$ cat config.mk
export PLATFORM = sky130hd
export DESIGN_NAME = busparity_unit
export DESIGN_NICKNAME = d
export VERILOG_FILES = /design/src/rtl/busparity_pkg.sv /design/src/rtl/busparity_tree.sv /design/src/rtl/busparity_dir.sv /design/src/rtl/busparity_unit.sv
export SDC_FILE = /design/constraint.sdc
export NUM_CORES = 1
export LEC_CHECK = 0
export BUFFER_PORTS_ARGS = -buffer_cell sky130_fd_sc_hd__buf_4
export CORE_ASPECT_RATIO = 0.9
export CORE_UTILIZATION = 33
export CTS_CLUSTER_DIAMETER = 200
export DETAILED_ROUTE_END_ITERATION = 10
export GPL_ROUTABILITY_DRIVEN = 1
export GPL_TIMING_DRIVEN = 0
export PLACE_DENSITY = 0.78
export SLEW_MARGIN = 5
export SYNTH_ARGS = -nofsm -noshare
export SYNTH_HDL_FRONTEND = slang
export SYNTH_SLANG_ARGS = --single-unit
$ cat constraint.sdc
create_clock -name clk_i -period 1.2 [get_ports clk_i]
set_clock_uncertainty 0.05 [all_clocks]
set_input_delay 0.06 -clock clk_i [delete_from_list [all_inputs] [get_ports clk_i]]
set_output_delay 0.06 -clock clk_i [all_outputs]
set_load 0.01 [all_outputs]
$ cat src/rtl/busparity_pkg.sv
package busparity_pkg;

    typedef struct packed {
        logic par;      // parity to drive this cycle
        logic par_oe;   // parity line enable
        logic chk;      // previous cycle was a checked cycle
        logic sav_par;  // parity of the saved received bus value
        logic perr;     // registered parity error
    } bp_state_t;

    localparam bp_state_t BP_RESET = '{par: 1'b0, par_oe: 1'b0, chk: 1'b0,
                                       sav_par: 1'b0, perr: 1'b0};

endpackage

$ cat src/rtl/busparity_tree.sv
module busparity_tree #(
    parameter int AD_W  = 32,
    parameter int CBE_W = 4
) (
    input  logic [AD_W-1:0]  ad,
    input  logic [CBE_W-1:0] cbe,
    output logic             par
);
    localparam int LANE_W = AD_W / CBE_W;

    logic [CBE_W-1:0] lane_par;

    // one partial XOR per byte lane, folding in that lane's enable bit
    for (genvar g = 0; g < CBE_W; g++) begin : g_lane
        assign lane_par[g] = (^ad[g*LANE_W +: LANE_W]) ^ cbe[g];
    end

    assign par = ^lane_par;
endmodule

$ cat src/rtl/busparity_dir.sv
module busparity_dir (
    input  logic role_init,
    input  logic addr_ph,
    input  logic data_ph,
    input  logic wr,
    output logic drive,
    output logic recv
);
    logic init_drive;
    logic tgt_drive;
    logic init_recv;
    logic tgt_recv;

    always_comb begin
        init_drive = addr_ph || (data_ph && wr);
        init_recv  = !addr_ph && data_ph && !wr;
        tgt_drive  = !addr_ph && data_ph && !wr;
        tgt_recv   = addr_ph || (data_ph && wr);
        drive      = role_init ? init_drive : tgt_drive;
        recv       = role_init ? init_recv  : tgt_recv;
    end
endmodule

$ cat src/rtl/busparity_unit.sv
module busparity_unit
    import busparity_pkg::*;
#(
    parameter int AD_W  = 32,
    parameter int CBE_W = 4
) (
    input  logic             clk_i,
    input  logic             rst_i,
    input  logic             role_init_i,
    input  logic             addr_ph_i,
    input  logic             data_ph_i,
    input  logic             wr_i,
    input  logic [AD_W-1:0]  ad_i,
    input  logic [CBE_W-1:0] cbe_i,
    input  logic             par_i,
    output logic             par_o,
    output logic             par_oe_o,
    output logic             ad_oe_o,
    output logic             perr_o
);
    bp_state_t st_d;
    bp_state_t st_q;
    logic      drive;
    logic      recv;
    logic      bus_par;

    busparity_dir u_dir (
        .role_init (role_init_i),
        .addr_ph   (addr_ph_i),
        .data_ph   (data_ph_i),
        .wr        (wr_i),
        .drive     (drive),
        .recv      (recv)
    );

    busparity_tree #(.AD_W(AD_W), .CBE_W(CBE_W)) u_tree (
        .ad  (ad_i),
        .cbe (cbe_i),
        .par (bus_par)
    );

    always_comb begin
        st_d         = st_q;
        st_d.par     = drive ? bus_par : 1'b0;
        st_d.par_oe  = drive;
        st_d.chk     = recv;
        st_d.sav_par = recv ? bus_par : 1'b0;
        // incoming parity for the saved cycle arrives now
        st_d.perr    = st_q.chk && (st_q.sav_par != par_i);
        if (rst_i) begin
            st_d = BP_RESET;
        end
    end

    always_ff @(posedge clk_i) begin
        st_q <= st_d;
    end

    assign par_o    = st_q.par;
    assign par_oe_o = st_q.par_oe;
    assign ad_oe_o  = drive;
    assign perr_o   = st_q.perr;
endmodule

==> key figures, run 1 <==
Outcome
  • Status: finished clean

Pwr
  • Internal power: 0.745 mW
  • Comb power frac: 61.2%
  • Clock power frac: 19.2%
  • Sw Share: 29.6%
  • Max IR drop VDD: 0.000964 V
  • Pleak: 0.477 nW
  • PD cells: 1040 mW/mm2
  • Sequential share of power: 19.5%
  • NetSw: 0.314 mW

GRT
  • First-pass GRT wire length: 1680 um
  • Vias in the first global route: 452
  • GR Util All Layers: 13.2%
  • Global route total overflow: 0
  • Largest net degree at the start of global routing: 7
  • Initial antenna violation count: 0

Place
  • Cells after DPL: 125
  • GPL Wtd Cong: 0.703
  • Placed cell areas: 930 um2
  • Port buffer count: 46
  • Final HPWL DP: 1010 um

STA
  • Slew Viols, Final: 0
  • Final Setup Violations: 0
  • Fin crit share: 98.3%
  • RSZ-0062 raised after global routing: true
  • Crit path time final: 1180 ps
  • Slew @ Worst Pin: 332 ps
  • Max-slew headroom: 77.7%
  • Max Fclk: 848 MHz
  • Final-report hold violation count: 0

Clocking
  • TritonCTS Sinks: 5
  • Clock Latency Late Sink: 250 ps
  • CTS tree: done
  • CTS Root Cell: clkbuf_4
  • Worst-path clk slew: 50 ps
  • CTS H-tree depth: 1
  • Post-CTS Setup Bufs: 0
  • Num CTS Buffers: 3
  • CTS max path bufs: 2

Floorplan
  • Core area: 0.00150 mm2
  • Starting Density: 36.7%
  • Die height: 40.7 um
  • # rows: 13
  • Num ports: 47
  • Die area: 0.00183 mm2
  • Die width: 45.0 um

Synthesis
  • #FFs+latches synth: 5
  • Top cell type by total area after synthesis: xnor2_1
  • Post-Syn Nets: 100
  • Cell Area, Synth: 549 um2
  • Syn Inst Count: 57
  • Yosys warnings: 0
  • Sequential area share after synthesis: 18.2%
  • Syn_area_per_cell: 9.64 um2
  • Post-synth cell types: 15
  • Main area contributors after synthesis: xnor2_1 (41%), dfxtp_1 (18%), xnor3_1 (8.2%)
  • Synth top area share: 41.5%

Min path
  • Worst hold-check path type: input port to register

Layout
  • Area grow syn2layout: 85.4%
  • Final design area excluding fillers: 0.00102 mm2
  • Layout Cells excl Fill: 130
  • Fin util: 68.1%
  • # diodes: 0
  • Share of cells above drive strength 1: 50.9%
  • Nets: 152
  • # fillers: 132

Worst setup path
  • Crit end category: register
  • Worst Path Max Fanout: 2
  • WP data arrival: 1260 ps
  • Crit path launch type: input port
  • Critical path class: input port to register
  • Required time of the critical path: 1280 ps

Flow run
  • Max-cap violations: 0

Detailed routing
  • DR iter-0 viols: 6
  • WL per Instance: 10.0 um
  • Remaining antenna violation count: 0
  • Via count: 544
  • DRT Wirelength: 1300 um
  • First-pass detailed-route iteration total: 4
  • Vias per cell: 4.18
  • DRC: 0
-- synthesized netlist by cell type --
cell type and count:
xnor2_1 26, nand2_1 6, dfxtp_1 5, xor2_1 4, a21oi_1 2, mux2i_1 2, nor3b_1 2, o21ai_0 2
xnor3_1 2, and2_1 1, nand2b_1 1, nor2b_1 1, nor3_1 1, xnor2_2 1, xor3_1 1
-- sequential cells by signal, summed over array words and instances (netlist names) --
| name | count |
|---|---|
| st_q | 2 |
| par_o | 1 |
| par_oe_o | 1 |
| perr_o | 1 |
-- worst max-delay path, stage by stage --
cell,delay [ps]
buf_4,120
xnor2_2,130
xnor2_1,190
xnor2_1,150
xnor3_1,470
mux2i_1,140
-- area by class of cell --
| cell class | count | area, um2 | area share [%] |
|---|---|---|---|
| repair buffers | 47 | 378 | 37.1 |
| flip-flops and latches | 5 | 100 | 9.83 |
| multi-input cells | 52 | 487 | 47.8 |
| clock buffers | 4 | 26.3 | 2.58 |
| well taps | 22 | 27.5 | 2.70 |
-- through the flow --
step           worst slack, ps  hold WS [ps]  total power, mW  setup TNS (ps)
3_5_place_dp              -247           205            0.835            -486
4_1_cts                   2.85          36.0             1.05               0
2_1_floorplan            -34.5          86.0            0.647           -68.9
3_3_place_gp              -240           199            0.826            -473
6_report                  20.7          40.8             1.06               0
5_1_grt                  -47.7          64.3             1.13           -89.5
-- kinds of logic (layout without fill, tap and decap cells) --
family                    count (synthesis)  count (layout)  synth area share (%)
buffers and inverters                     0              51                     0
and+or+nand+nor                          12              12                  11.2
xor gates and xnor gates                 34              34                  63.3
AOI/OAI and AO/OA                         4               4                  3.64
DFF                                       5               5                  18.2
muxes                                     2               2                  3.64
-- worst paths after layout --
check,start,endpoint,slack (ps),depth (start not counted)
worst max-delay path,ad_i[1],par_o$_SDFF_PP0_,20,6
worst min-delay path,par_i,perr_o$_SDFF_PP0_,40,3
worst max register to register,st_q[1]$_SDFF_PP0_,perr_o$_SDFF_PP0_,500,2
worst min register to register,st_q[2]$_SDFF_PP0_,perr_o$_SDFF_PP0_,400,1
-- layout by cell type, fill, tap and decap left out --
| cell | n |
|---|---|
| a21oi_1 | 2 |
| and2_1 | 1 |
| buf_4 | 40 |
| buf_6 | 6 |
| clkbuf_1 | 1 |
| clkbuf_4 | 3 |
| dfxtp_1 | 5 |
| dlygate4sd3_1 | 1 |
| mux2i_1 | 2 |
| nand2_1 | 6 |
| nand2b_1 | 1 |
| nor2b_1 | 1 |
| nor3_1 | 1 |
| nor3b_1 | 2 |
| o21ai_0 | 2 |
| xnor2_1 | 22 |
| xnor2_2 | 5 |
| xnor3_1 | 2 |
| xor2_1 | 3 |
| xor2_2 | 1 |
| xor3_1 | 1 |
-- timing repair --
item                                   4_1_cts  5_1_grt
hold buffers                                 1        0
setup endpoints to repair                    0        2
endpoints found under the hold margin        3        0
gates resized for setup                      0       10
-- routing by layer --
| layer | track usage, % | share of wire [%] | vias up |
|---|---|---|---|
| met5 | 0 | 0 | - |
| met4 | 2.27 | 0 | 0 |
| met3 | 7.05 | 10 | 0 |
| met2 | 25.0 | 54 | 28 |
| met1 | 13.2 | 36 | 233 |
| li1 | - | - | 283 |
-- power groups by stage --
stage	Clock [mW]	Combinational [mW]	Sequential (mW)
5_1_grt	0.219	0.703	0.210
2_1_floorplan	0	0.428	0.219
3_3_place_gp	0	0.615	0.210
4_1_cts	0.211	0.631	0.207
6_report	0.204	0.648	0.207
3_5_place_dp	0	0.624	0.210
Power figures use the tool's default switching activity.
==> run 2: changes to the inputs <==
--- a/config.mk
+++ b/config.mk
@@ -6,13 +6,12 @@
 export NUM_CORES = 1
 export LEC_CHECK = 0
 export BUFFER_PORTS_ARGS = -buffer_cell sky130_fd_sc_hd__buf_4
-export CORE_ASPECT_RATIO = 0.9
-export CORE_UTILIZATION = 33
+export CORE_UTILIZATION = 39
 export CTS_CLUSTER_DIAMETER = 200
 export DETAILED_ROUTE_END_ITERATION = 10
 export GPL_ROUTABILITY_DRIVEN = 1
 export GPL_TIMING_DRIVEN = 0
-export PLACE_DENSITY = 0.78
+export PLACE_DENSITY = 0.86
 export SLEW_MARGIN = 5
 export SYNTH_ARGS = -nofsm -noshare
 export SYNTH_HDL_FRONTEND = slang
==> constraint.sdc (replaced) <==
create_clock -name clk_i -period 1.36 [get_ports clk_i]
set_clock_uncertainty 0.05 [all_clocks]
set_input_delay 0.068 -clock clk_i [delete_from_list [all_inputs] [get_ports clk_i]]
set_output_delay 0.068 -clock clk_i [all_outputs]
set_load 0.01 [all_outputs]
==> run 2 against run 1 <==
Sequential power shrank 11%. Utilization grew 4.9 points. Cell area shrank 6.8%. Die area shrank 15%. Worst setup slack gained 140 ps. First-iteration DRC count shrank 100%. Largest cell class unchanged.
==> key figures, run 2 (same netlist as run 1, synthesis figures left out) <==
Min path
  • WHS Endpoint: perr_o$_SDFF_PP0_
  • Worst hold-check path type: input port to register
  • Hold path depth: 3 (unchanged)
  • Hold Crit Start: par_i

Detailed routing
  • DRC: 0 (unchanged)
  • DR iter-0 viols: 0 (-6)
  • Via count: 538 (-1.1%)
  • Vias per cell: 4.37 (+4.5%)
  • First-pass detailed-route iteration total: 1 (-3)
  • WL per Instance: 9.25 um (-7.8%)
  • DRT Wirelength: 1140 um (-13%)
  • Remaining antenna violation count: 0 (unchanged)

Place
  • GPL Wtd Cong: 0.724 (+3.0%)
  • Port buffer count: 46 (unchanged)
  • Cells after DPL: 118 (-5.6%)
  • Pre-CTS WS: -85.9 ps (+161 ps)
  • Final HPWL DP: 1010 um (+0.73%)

STA
  • Fin crit share: 88.3%
  • Final-report hold violation count: 0 (unchanged)
  • Crit path time final: 1200 ps
  • Max-slew headroom: 80.3% (+2.6 points)
  • Slew Viols, Final: 0 (unchanged)
  • RSZ-0062 raised after global routing: false
  • Slew @ Worst Pin: 294 ps (-38.2 ps)
  • Slack of the critical path: 159 ps (+139 ps)
  • Final Setup Violations: 0 (unchanged)
  • Max Fclk: 833 MHz

Clocking
  • CTS tree: done
  • CTS Root Cell: clkbuf_4
  • CTS max path bufs: 2 (unchanged)
  • CTS H-tree depth: 1 (unchanged)
  • Worst-path clk slew: 40 ps (about the same)
  • Post-CTS Setup Bufs: 0 (unchanged)
  • Cts repair resizes: 0 (unchanged)
  • TritonCTS Sinks: 5 (unchanged)
  • Post-CTS Hold Buffers: 1 (unchanged)
  • Num CTS Buffers: 3 (unchanged)
  • Clock Latency Late Sink: 240 ps (about the same)

Floorplan
  • Die area: 0.00156 mm2 (-15%)
  • Num ports: 47 (unchanged)
  • Starting Density: 42.2% (+5.5 points)
  • Die height: 39.5 um (-2.9%)
  • Die width: 39.5 um (-12%)
  • Core area: 0.00130 mm2 (-13%)
  • # rows: 13 (unchanged)

GRT
  • Global route total overflow: 0 (unchanged)
  • Largest net degree at the start of global routing: 7 (unchanged)
  • First-pass GRT wire length: 1610 um (-4.1%)
  • GR Util All Layers: 15.7% (+2.5 points)
  • Vias in the first global route: 456 (+0.88%)
  • Initial antenna violation count: 0 (unchanged)

Worst setup path
  • Worst Path Max Fanout: 2 (unchanged)
  • CP Cell Sequence: buf_4 > xnor2_1 > xnor2_1 > xnor2_1 > xnor3_1 > mux2i_1
  • Crit path buf inv count: 1 (unchanged)
  • R2R cell count: 2 (unchanged)
  • RR Endpoint: perr_o$_SDFF_PP0_
  • Critical path class: input port to register
  • RR Startpoint: st_q[1]$_SDFF_PP0_
  • Crit path depth: 6 (unchanged)
  • Max stage delay on crit path: 470 ps (about the same)
  • Crit-path most repeated cell: xnor2_1
  • Crit path launch type: input port
  • Required time of the critical path: 1430 ps (+150 ps)
  • Slowest CP cell: xnor3_1
  • Crit end category: register
  • R2r setup slk: 650 ps (+150 ps)
  • WP data arrival: 1270 ps (about the same)
  • Top delay family on crit path: XOR/XNOR gates

Layout
  • Layout Cells excl Fill: 123 (-5.4%)
  • Largest reg by FF count: st_q
  • Largest register FFs: 2 (unchanged)
  • Leading cell type in the layout, fill and taps excluded: buf_4
  • Seq. cell area: 100 um2 (unchanged)
  • Share of cells above drive strength 1: 46.3% (-4.6 points)
  • Multi-input gate area: 449 um2 (-7.7%)
  • Nets: 152 (unchanged)
  • Fin util: 73.0% (+4.9 points)
  • # fillers: 106 (-20%)
  • Most frequent cells in the layout: buf_4 (46), xnor2_1 (26), nand2_1 (6)
  • # diodes: 0 (unchanged)
  • Area grow syn2layout: 72.9%

Pwr
  • Max IR drop VDD: 0.000617 V (-36%)
  • PD cells: 948 mW/mm2 (-8.8%)
  • Pleak: 0.445 nW (-6.6%)

Flow run
  • Max-cap violations: 0 (unchanged)

Outcome
  • Status: finished clean
run 2: cell types whose count changed in the layout (fill, tap and decap cells not counted):
cell,delta
xor2_2,-1
xnor2_1,+4
xor2_1,+1
xnor2_2,-4
buf_4,+6
buf_6,-6
run 2: worst max path at each step:
| stage | start | end | slack (ps) |
|---|---|---|---|
| 3_3_place_gp | ad_i[29] | par_o$_SDFF_PP0_ | -70 |
| 4_1_cts | ad_i[1] | par_o$_SDFF_PP0_ | 140 |
| 6_report | ad_i[1] | par_o$_SDFF_PP0_ | 160 |
| 5_1_grt | ad_i[25] | st_q[1]$_SDFF_PP0_ | 110 |
| 2_1_floorplan | ad_i[9] | par_o$_SDFF_PP0_ | 100 |
| 3_5_place_dp | ad_i[1] | st_q[1]$_SDFF_PP0_ | -90 |
run 2: metrics by stage:
step                      hold WS [ps]  TNS, ps  area, um2  total power, mW
after global placement             209     -145        913            0.724
after detailed placement           209     -169        913            0.731
final                             56.7        0        950            0.901
after floorplan                   94.0        0        549            0.569
after CTS                         57.7        0        950            0.910
after global routing              52.8        0        950            0.964
run 2: layout make-up:
type,count,share of cell area [%]
well taps,15,1.98
clock buffers,4,2.77
flip-flops and latches,5,10.5
repair buffers,47,37.4
multi-input cells,52,47.3
run 2: power by group:
part           internal [mW]  leakage, nW  switching, mW  total (mW)
Clock                  0.111       0.0150         0.0590       0.170
Sequential             0.175       0.0410        0.00901       0.184
Combinational          0.357        0.389          0.190       0.547
Total                  0.643        0.445          0.258       0.901
run 2: worst register-to-register path, stage by stage, from the launching register on:
cell and delay (ps):
dfxtp_1 300, xnor2_1 110, nor3b_1 170
run 2: per-layer routing:
| layer | track usage (%) | vias to the layer above | part of all wire (%) |
|---|---|---|---|
| li1 | - | 284 | - |
| met1 | 15.2 | 226 | 37 |
| met2 | 31.6 | 26 | 56 |
| met3 | 3.41 | 2 | 6.3 |
| met4 | 5.17 | 0 | 0.70 |
| met5 | 0 | - | 0 |
